--- src/rtl/ctx_pkg.sv ---
package ctx_pkg;
    typedef enum logic [2:0] {
        ST_IDLE,
        ST_SAVE_FLAGS,
        ST_SAVE_DATA,
        ST_LOAD_FLAGS,
        ST_LOAD_DATA,
        ST_FINISH
    } seq_state_t;
endpackage

--- src/rtl/ctx_regbank.sv ---
module ctx_regbank #(
    parameter int NREG = 8,
    parameter int DW   = 48,
    localparam int IW  = $clog2(NREG)
) (
    input  logic            clk,
    input  logic            rst_n,
    input  logic            wr_en,
    input  logic [IW-1:0]   wr_idx,
    input  logic [DW-1:0]   wr_data,
    input  logic            clr_en,
    input  logic [NREG-1:0] clr_keep,
    input  logic [IW-1:0]   rd_a_idx,
    output logic [DW-1:0]   rd_a_data,
    input  logic [IW-1:0]   rd_b_idx,
    output logic [DW-1:0]   rd_b_data,
    output logic [NREG-1:0] dirty
);
    logic [NREG*DW-1:0] flat;

    for (genvar g = 0; g < NREG; g++) begin : g_reg
        logic [DW-1:0] val_q;
        logic          dirty_q;

        always_ff @(posedge clk) begin
            if (!rst_n) begin
                val_q   <= '0;
                dirty_q <= 1'b0;
            end else if (clr_en && !clr_keep[g]) begin
                val_q   <= '0;
                dirty_q <= 1'b0;
            end else if (wr_en && wr_idx == IW'(g)) begin
                val_q   <= wr_data;
                dirty_q <= |wr_data;
            end
        end

        assign flat[g*DW +: DW] = val_q;
        assign dirty[g]         = dirty_q;

        // the stored flag always tracks whether the value is non-zero
        assert_dirty_tracks_R2: assert property (@(posedge clk) disable iff (!rst_n)
            dirty_q == (|val_q));
    end

    assign rd_a_data = flat[int'(rd_a_idx)*DW +: DW];
    assign rd_b_data = flat[int'(rd_b_idx)*DW +: DW];
endmodule

--- src/rtl/ctx_seq_fsm.sv ---
module ctx_seq_fsm
    import ctx_pkg::*;
#(
    parameter int NREG = 8,
    parameter int DW   = 48,
    parameter int BW   = 16,
    parameter int AW   = 24,
    localparam int IW    = $clog2(NREG),
    localparam int BEATS = DW / BW,
    localparam int BCW   = $clog2(BEATS),
    localparam int CW    = $clog2(NREG * BEATS + 2),
    localparam int HW    = DW - BW
) (
    input  logic            clk,
    input  logic            rst_n,
    input  logic            cmd_save,
    input  logic            cmd_restore,
    input  logic [AW-1:0]   base_addr,
    input  logic [NREG-1:0] dirty,
    output logic [IW-1:0]   rd_idx,
    input  logic [DW-1:0]   rd_data,
    output logic            bank_wr_en,
    output logic [IW-1:0]   bank_wr_idx,
    output logic [DW-1:0]   bank_wr_data,
    output logic            clr_en,
    output logic [NREG-1:0] clr_keep,
    output logic            mem_req,
    output logic            mem_we,
    output logic [AW-1:0]   mem_addr,
    output logic [BW-1:0]   mem_wdata,
    input  logic [BW-1:0]   mem_rdata,
    input  logic            mem_ready,
    output logic            busy,
    output logic            done
);
    seq_state_t      state_q, state_d;
    logic [NREG-1:0] flags_q, flags_d;
    logic [IW-1:0]   idx_q, idx_d;
    logic [BCW-1:0]  beat_q, beat_d;
    logic [AW-1:0]   base_q, base_d;
    logic [CW-1:0]   offs_q, offs_d;
    logic [HW-1:0]   hold_q, hold_d;
    logic            fire;
    logic [IW:0]     nxt;

    function automatic logic [IW:0] first_set(input logic [NREG-1:0] f, input logic [IW:0] from);
        logic [IW:0] r;
        r = '0;
        for (int i = NREG - 1; i >= 0; i--) begin
            if (f[i] && (IW+1)'(i) >= from) r = {1'b1, IW'(i)};
        end
        return r;
    endfunction

    assign fire = mem_req && mem_ready;

    // next-state process
    always_comb begin
        state_d = state_q;
        flags_d = flags_q;
        idx_d   = idx_q;
        beat_d  = beat_q;
        base_d  = base_q;
        offs_d  = offs_q;
        hold_d  = hold_q;
        nxt     = '0;
        unique case (state_q)
            ST_IDLE: begin
                if (cmd_save) begin
                    flags_d = dirty;
                    base_d  = base_addr;
                    offs_d  = '0;
                    state_d = ST_SAVE_FLAGS;
                end else if (cmd_restore) begin
                    base_d  = base_addr;
                    offs_d  = '0;
                    state_d = ST_LOAD_FLAGS;
                end
            end
            ST_SAVE_FLAGS, ST_LOAD_FLAGS: begin
                if (fire) begin
                    if (state_q == ST_LOAD_FLAGS) flags_d = mem_rdata[NREG-1:0];
                    nxt    = first_set(flags_d, '0);
                    offs_d = offs_q + 1'b1;
                    idx_d  = nxt[IW-1:0];
                    beat_d = '0;
                    if (!nxt[IW])                      state_d = ST_FINISH;
                    else if (state_q == ST_SAVE_FLAGS) state_d = ST_SAVE_DATA;
                    else                               state_d = ST_LOAD_DATA;
                end
            end
            ST_SAVE_DATA, ST_LOAD_DATA: begin
                if (fire) begin
                    offs_d = offs_q + 1'b1;
                    if (state_q == ST_LOAD_DATA) hold_d = {mem_rdata, hold_q[HW-1:BW]};
                    if (beat_q == BCW'(BEATS - 1)) begin
                        nxt    = first_set(flags_q, {1'b0, idx_q} + 1'b1);
                        idx_d  = nxt[IW-1:0];
                        beat_d = '0;
                        if (!nxt[IW]) state_d = ST_FINISH;
                    end else begin
                        beat_d = beat_q + 1'b1;
                    end
                end
            end
            ST_FINISH: state_d = ST_IDLE;
            default:   state_d = ST_IDLE;
        endcase
    end

    // state register process
    always_ff @(posedge clk) begin
        if (!rst_n) begin
            state_q <= ST_IDLE;
            flags_q <= '0;
            idx_q   <= '0;
            beat_q  <= '0;
            base_q  <= '0;
            offs_q  <= '0;
            hold_q  <= '0;
        end else begin
            state_q <= state_d;
            flags_q <= flags_d;
            idx_q   <= idx_d;
            beat_q  <= beat_d;
            base_q  <= base_d;
            offs_q  <= offs_d;
            hold_q  <= hold_d;
        end
    end

    // output process
    always_comb begin
        mem_req      = 1'b0;
        mem_we       = 1'b0;
        mem_wdata    = '0;
        bank_wr_en   = 1'b0;
        clr_en       = 1'b0;
        unique case (state_q)
            ST_SAVE_FLAGS: begin
                mem_req   = 1'b1;
                mem_we    = 1'b1;
                mem_wdata = BW'(flags_q);
            end
            ST_SAVE_DATA: begin
                mem_req   = 1'b1;
                mem_we    = 1'b1;
                mem_wdata = rd_data[int'(beat_q)*BW +: BW];
            end
            ST_LOAD_FLAGS: begin
                mem_req = 1'b1;
                clr_en  = fire;
            end
            ST_LOAD_DATA: begin
                mem_req    = 1'b1;
                bank_wr_en = fire && (beat_q == BCW'(BEATS - 1));
            end
            default: ;
        endcase
        mem_addr     = base_q + AW'({offs_q, 1'b0});
        clr_keep     = mem_rdata[NREG-1:0];
        bank_wr_idx  = idx_q;
        bank_wr_data = {mem_rdata, hold_q};
        rd_idx       = idx_q;
        busy         = (state_q != ST_IDLE);
        done         = (state_q == ST_FINISH);
    end

    assert_first_save_beat_R3: assert property (@(posedge clk) disable iff (!rst_n)
        (!busy && cmd_save) |=> (mem_req && mem_we && mem_addr == $past(base_addr)));

    assert_first_load_beat_R5: assert property (@(posedge clk) disable iff (!rst_n)
        (!busy && !cmd_save && cmd_restore) |=> (mem_req && !mem_we && mem_addr == $past(base_addr)));

    assert_hold_beat_R8: assert property (@(posedge clk) disable iff (!rst_n)
        (mem_req && !mem_ready) |=> (mem_req && $stable(mem_addr) && $stable(mem_we)));

    assert_hold_wdata_R8: assert property (@(posedge clk) disable iff (!rst_n)
        (mem_req && mem_we && !mem_ready) |=> $stable(mem_wdata));

    assert_addr_step_R4: assert property (@(posedge clk) disable iff (!rst_n)
        (mem_req && mem_ready && !done) |=> (!mem_req || mem_addr == $past(mem_addr) + AW'(2)));

    assert_done_pulse_R9: assert property (@(posedge clk) disable iff (!rst_n)
        done |=> (!done && !busy));

    assert_done_quiet_R9: assert property (@(posedge clk) disable iff (!rst_n)
        done |-> !mem_req);
endmodule

--- src/rtl/ctx_sequencer.sv ---
module ctx_sequencer #(
    parameter int NREG = 8,
    parameter int DW   = 48,
    parameter int BW   = 16,
    parameter int AW   = 24,
    localparam int IW  = $clog2(NREG)
) (
    input  logic            clk,
    input  logic            rst_n,
    input  logic            cmd_save,
    input  logic            cmd_restore,
    input  logic [AW-1:0]   base_addr,
    input  logic            rf_wr_en,
    input  logic [IW-1:0]   rf_wr_idx,
    input  logic [DW-1:0]   rf_wr_data,
    input  logic [IW-1:0]   rf_rd_idx,
    output logic [DW-1:0]   rf_rd_data,
    output logic [NREG-1:0] dirty_flags,
    output logic            mem_req,
    output logic            mem_we,
    output logic [AW-1:0]   mem_addr,
    output logic [BW-1:0]   mem_wdata,
    input  logic [BW-1:0]   mem_rdata,
    input  logic            mem_ready,
    output logic            busy,
    output logic            done
);
    logic            seq_wr_en, seq_clr_en;
    logic [IW-1:0]   seq_wr_idx, seq_rd_idx;
    logic [DW-1:0]   seq_wr_data, seq_rd_data;
    logic [NREG-1:0] seq_clr_keep;
    logic            bank_wr_en;
    logic [IW-1:0]   bank_wr_idx;
    logic [DW-1:0]   bank_wr_data;

    // user writes reach the bank only while idle
    assign bank_wr_en   = busy ? seq_wr_en   : rf_wr_en;
    assign bank_wr_idx  = busy ? seq_wr_idx  : rf_wr_idx;
    assign bank_wr_data = busy ? seq_wr_data : rf_wr_data;

    ctx_regbank #(.NREG(NREG), .DW(DW)) u_bank (
        .clk       (clk),
        .rst_n     (rst_n),
        .wr_en     (bank_wr_en),
        .wr_idx    (bank_wr_idx),
        .wr_data   (bank_wr_data),
        .clr_en    (seq_clr_en),
        .clr_keep  (seq_clr_keep),
        .rd_a_idx  (seq_rd_idx),
        .rd_a_data (seq_rd_data),
        .rd_b_idx  (rf_rd_idx),
        .rd_b_data (rf_rd_data),
        .dirty     (dirty_flags)
    );

    ctx_seq_fsm #(.NREG(NREG), .DW(DW), .BW(BW), .AW(AW)) u_fsm (
        .clk          (clk),
        .rst_n        (rst_n),
        .cmd_save     (cmd_save),
        .cmd_restore  (cmd_restore),
        .base_addr    (base_addr),
        .dirty        (dirty_flags),
        .rd_idx       (seq_rd_idx),
        .rd_data      (seq_rd_data),
        .bank_wr_en   (seq_wr_en),
        .bank_wr_idx  (seq_wr_idx),
        .bank_wr_data (seq_wr_data),
        .clr_en       (seq_clr_en),
        .clr_keep     (seq_clr_keep),
        .mem_req      (mem_req),
        .mem_we       (mem_we),
        .mem_addr     (mem_addr),
        .mem_wdata    (mem_wdata),
        .mem_rdata    (mem_rdata),
        .mem_ready    (mem_ready),
        .busy         (busy),
        .done         (done)
    );

    // while saving, nothing changes the bank
    assert_save_freezes_bank_R10: assert property (@(posedge clk) disable iff (!rst_n)
        (busy && mem_req && mem_we) |=> $stable(dirty_flags));
endmodule

--- config.mk ---
export PLATFORM = sky130hd
export DESIGN_NAME = ctx_sequencer
export DESIGN_NICKNAME = d
export VERILOG_FILES = /design/src/rtl/ctx_pkg.sv /design/src/rtl/ctx_regbank.sv /design/src/rtl/ctx_seq_fsm.sv /design/src/rtl/ctx_sequencer.sv
export SDC_FILE = /design/constraint.sdc
export NUM_CORES = 1
export LEC_CHECK = 0
export ABC_CLOCK_PERIOD_IN_PS = 3660
export BUFFER_PORTS_ARGS = -buffer_cell sky130_fd_sc_hd__buf_2
export CORE_UTILIZATION = 55
export DETAILED_ROUTE_END_ITERATION = 7
export PLACE_DENSITY = 0.77
export SYNTH_ARGS = -nofsm -noshare
export SYNTH_HDL_FRONTEND = slang
export SYNTH_HIERARCHICAL = 1
export SYNTH_SLANG_ARGS = --single-unit
export TNS_END_PERCENT = 50
--- constraint.sdc ---
create_clock -name clk -period 3.66 [get_ports clk]
set_clock_uncertainty 0.15 [all_clocks]
set_input_delay 0.549 -clock clk [delete_from_list [all_inputs] [get_ports clk]]
set_output_delay 0.549 -clock clk [all_outputs]
set_load 0.05 [all_outputs]
==> flow_metrics.tcl <==
set metrics [dict create \
    status "complete, but fails checks" \
    violations "negative setup slack" \
    core_area_um2 45600 \
    wl_mm 91.9 \
    grt_usage_pct 38.3 \
    period_share_pct 101 \
    met1_usage_pct 47.4 \
    synth-seq-area-share_pct 36.8 \
    ys_warn_count 6 \
    drc 0 \
    grt_util_met2_pct 58.0 \
    area_growth_pct 14.4 \
    first_iter_violations 3106 \
    cts_buffers 51 \
    hold_depth 3 \
    clk_path_buf_depth 3 \
    grt_pass1_vias 23000 \
    die_x_um 217 \
    dpl.hpwl_mm 56.2 \
    root_buffer "clkbuf_16" \
    max_freq_mhz 270 \
    start_util_pct 55.9 \
    fin_setup_tns_ps -145 \
    die_h_um 217 \
    end_kind "output port" \
    crit_slowest_cell "mux4_2" \
    ys_ff_latch 469 \
    routed_via_density 6.60 \
    dp_cells 3414 \
    drv_slew 0 \
    synth_top_area_cell "dfxtp_1" \
    synthCells 2837 \
    firstDrtPassIters 8 \
    syn_nets 2948 \
    vias 23400 \
    final_cells 3545 \
    synth_top_area_share_pct 36.8 \
    leakage_uw 0.0104 \
    top_usage_layer "met2" \
    hp-class "input port to register" \
    drive_gt1_share_pct 27.5 \
    p_seq_share_pct 31.2 \
    n_fill_cell 3486 \
    worst-r2r-setup-slack_ps 410 \
    num_rows 78 \
    layout_setup_ws_ps -44.8 \
    fin_area_um2 29100 \
    num_antenna_cells 0 \
    critPathBufInv 2 \
    place_area_um2 26800 \
    synth_flop_cell "dfxtp_1" \
    swShare_pct 41.1 \
    maxCapViolCount 0 \
    path_cells "buf_6 -> mux4_2 -> mux2_2 -> mux2i_1 -> o21ai_2 -> a22oi_1 -> nor2_1 -> clkbuf_4" \
    clk_latency_ps 630 \
    crit_type "register to output port" \
    cp.depth 8 \
    ant_nets 0 \
    r2r_cells 8 \
    comb_power_share_pct 41.9 \
    synthDistinctLibCells 78 \
    synth-edff-count 0 \
    hold_viol 0 \
    rsz0062_at_grt "yes" \
    fin_util_pct 63.9 \
    power.switching_uw 8180 \
    nNetsFinal 3014 \
    max-vdd-ir-drop_mv 0.499 \
    path_clk_slew_ps 60 \
    critPathTopFamily "multiplexers" \
    slowest_delay_ps 510 \
    syn_area_um2 25500 \
    use_met3_pct 12.1 \
    antenna_found_initial 4 \
    wl_per_cell_um 25.9 \
    synthArstFlopShare_pct 0 \
    regArea_um2 9400 \
    setup_viol 7 \
    gr-total-overflow 0 \
    htreeDepth 2 \
    io_buffers 199 \
    cts.sinks 469 \
    cp_max_fo 8 \
    io_pins 200 \
    critPathArrivalTime_ps 3010 \
    p_clk_share_pct 27.0 \
    crit_required_ps 2960 \
    synthTopCellsByArea "dfxtp_1 37%, mux4_2 17%, nand2_1 14%" \
    internal_power_uw 11700 \
    cts_tree "built" \
    tightestPinTransition_ps 937 \
    multi_input_area_um2 14600 \
    avgSynthCellArea_um2 8.98 \
    start_kind "register" \
    gp_congestion 0.913 \
    grt_pass1_wl_mm 136 \
    grt_max_degree 51 \
    slew-limit-headroom_pct 37.5 \
    power.density_nw_per_um2 682 \
    dieArea_um2 47200 \
    total_power_uw 19900 \
    period_minus_slack_ps 3700 \
]
## registers in the layout, indices dropped and copies added (netlist names)
signal,cells
u_bank/g.val_q,384
u_fsm/hold_q,32
u_fsm/base_q,24
u_bank/g.dirty_q,8
u_fsm/flags_q,8
u_fsm/offs_q,5
u_fsm/bank_wr_idx,3
u_fsm/state_q,3
u_fsm/beat_q,2
## final timing paths
kind                                                  end                  from
worst max-delay path                         mem_wdata[2]  u_fsm/bank_wr_idx[0]
worst min-delay path                     u_fsm/base_q[21]         base_addr[21]
worst max register to register  u_bank/g_reg[4].val_q[12]      u_fsm/state_q[2]
worst min register to register            u_fsm/base_q[5]       u_fsm/base_q[5]
## metal layers
| layer | part of all wire (%) | vias to the layer above | wire [um] |
|---|---|---|---|
| li1 | - | 9926 | - |
| met1 | 34 | 11100 | 31500 |
| met2 | 44 | 1914 | 40100 |
| met3 | 15 | 456 | 13800 |
| met4 | 6.9 | 8 | 6360 |
| met5 | 0.053 | - | 49 |
## cell families (layout without fill, tap and decap cells)
kind of cell | Yosys count | count (layout) | synth area share [%]
simple gates | 1089 | 1089 | 17.1
compound gates | 568 | 568 | 12.9
flops | 469 | 469 | 36.8
mux | 356 | 356 | 24.9
buf+inv | 320 | 428 | 6.86
xor+xnor | 24 | 24 | 0.825
fa+ha+maj | 11 | 11 | 0.570
## Yosys cell counts (all sizes together), types with 14 or more instances
cell,count
a211oi,14
a21boi,62
a21oi,402
buf,162
clkbuf,142
dfxtp,469
inv,15
mux2,148
mux2i,16
mux4,192
nand2,917
nand3,15
nor2,73
nor4,14
o21ai,38
xnor2,16
## power by group through the flow
| stage | clock network (uW) | registers [uW] | logic (uW) |
|---|---|---|---|
| global placement | 0 | 6250 | 7520 |
| floorplan | 0 | 6050 | 5770 |
| CTS | 5360 | 6160 | 7870 |
| finish | 5360 | 6200 | 8320 |
| detailed placement | 0 | 6290 | 7640 |
| global route | 5570 | 6250 | 8570 |
## area by class of cell
cell class	count	share of cell area, %
multi-input cells	2048	50.2
flip-flops and latches	469	32.3
repair buffers	317	8.84
clock buffers	75	5.14
well taps	600	2.58
clock inverters	20	0.803
inverters	16	0.206
## tightest hold or removal path, delay by kind of cell
kind	cells	cell delay, ps
AOI/OAI and AO/OA	1	50
and+or+nand+nor	1	50
buffers and inverters	1	100
## stage by stage
stage	setup WS, ps	hold slack, ps
floorplan	377	293
global placement	288	298
detailed placement	288	308
CTS	-41.2	0.460
global route	-80.8	29.9
finish	-44.8	15.7
## layout by cell type, fill, tap and decap left out, types with 10 or more instances in the layout
| master | n |
|---|---|
| buf_12 | 39 |
| buf_6 | 13 |
| mux4_2 | 192 |
| clkbuf_16 | 53 |
| clkbuf_1 | 12 |
| nor2b_1 | 10 |
| mux2_2 | 96 |
| nand2_1 | 914 |
| inv_1 | 15 |
| nand4_1 | 11 |
| nand3_1 | 10 |
| dfxtp_1 | 465 |
| buf_2 | 182 |
| a21boi_0 | 50 |
| xnor2_1 | 16 |
| a211oi_1 | 12 |
| a21boi_1 | 11 |
| nor2_1 | 65 |
| nor4_1 | 14 |
| mux2_4 | 52 |
| mux2i_1 | 10 |
| o21ai_0 | 19 |
| a21oi_1 | 396 |
| buf_4 | 73 |
| clkbuf_8 | 11 |
| ha_1 | 10 |
## repair_timing
action                                  4_1_cts  5_1_grt
pin swaps                                     1        7
gates cloned                                  2        1
hold buffers                                  3        0
hold endpoints to repair                      3        0
endpoints found under the setup margin       23       22
gates resized for setup                      23       51
buffers inserted                             13       17
Power figures use the tool's default switching activity.
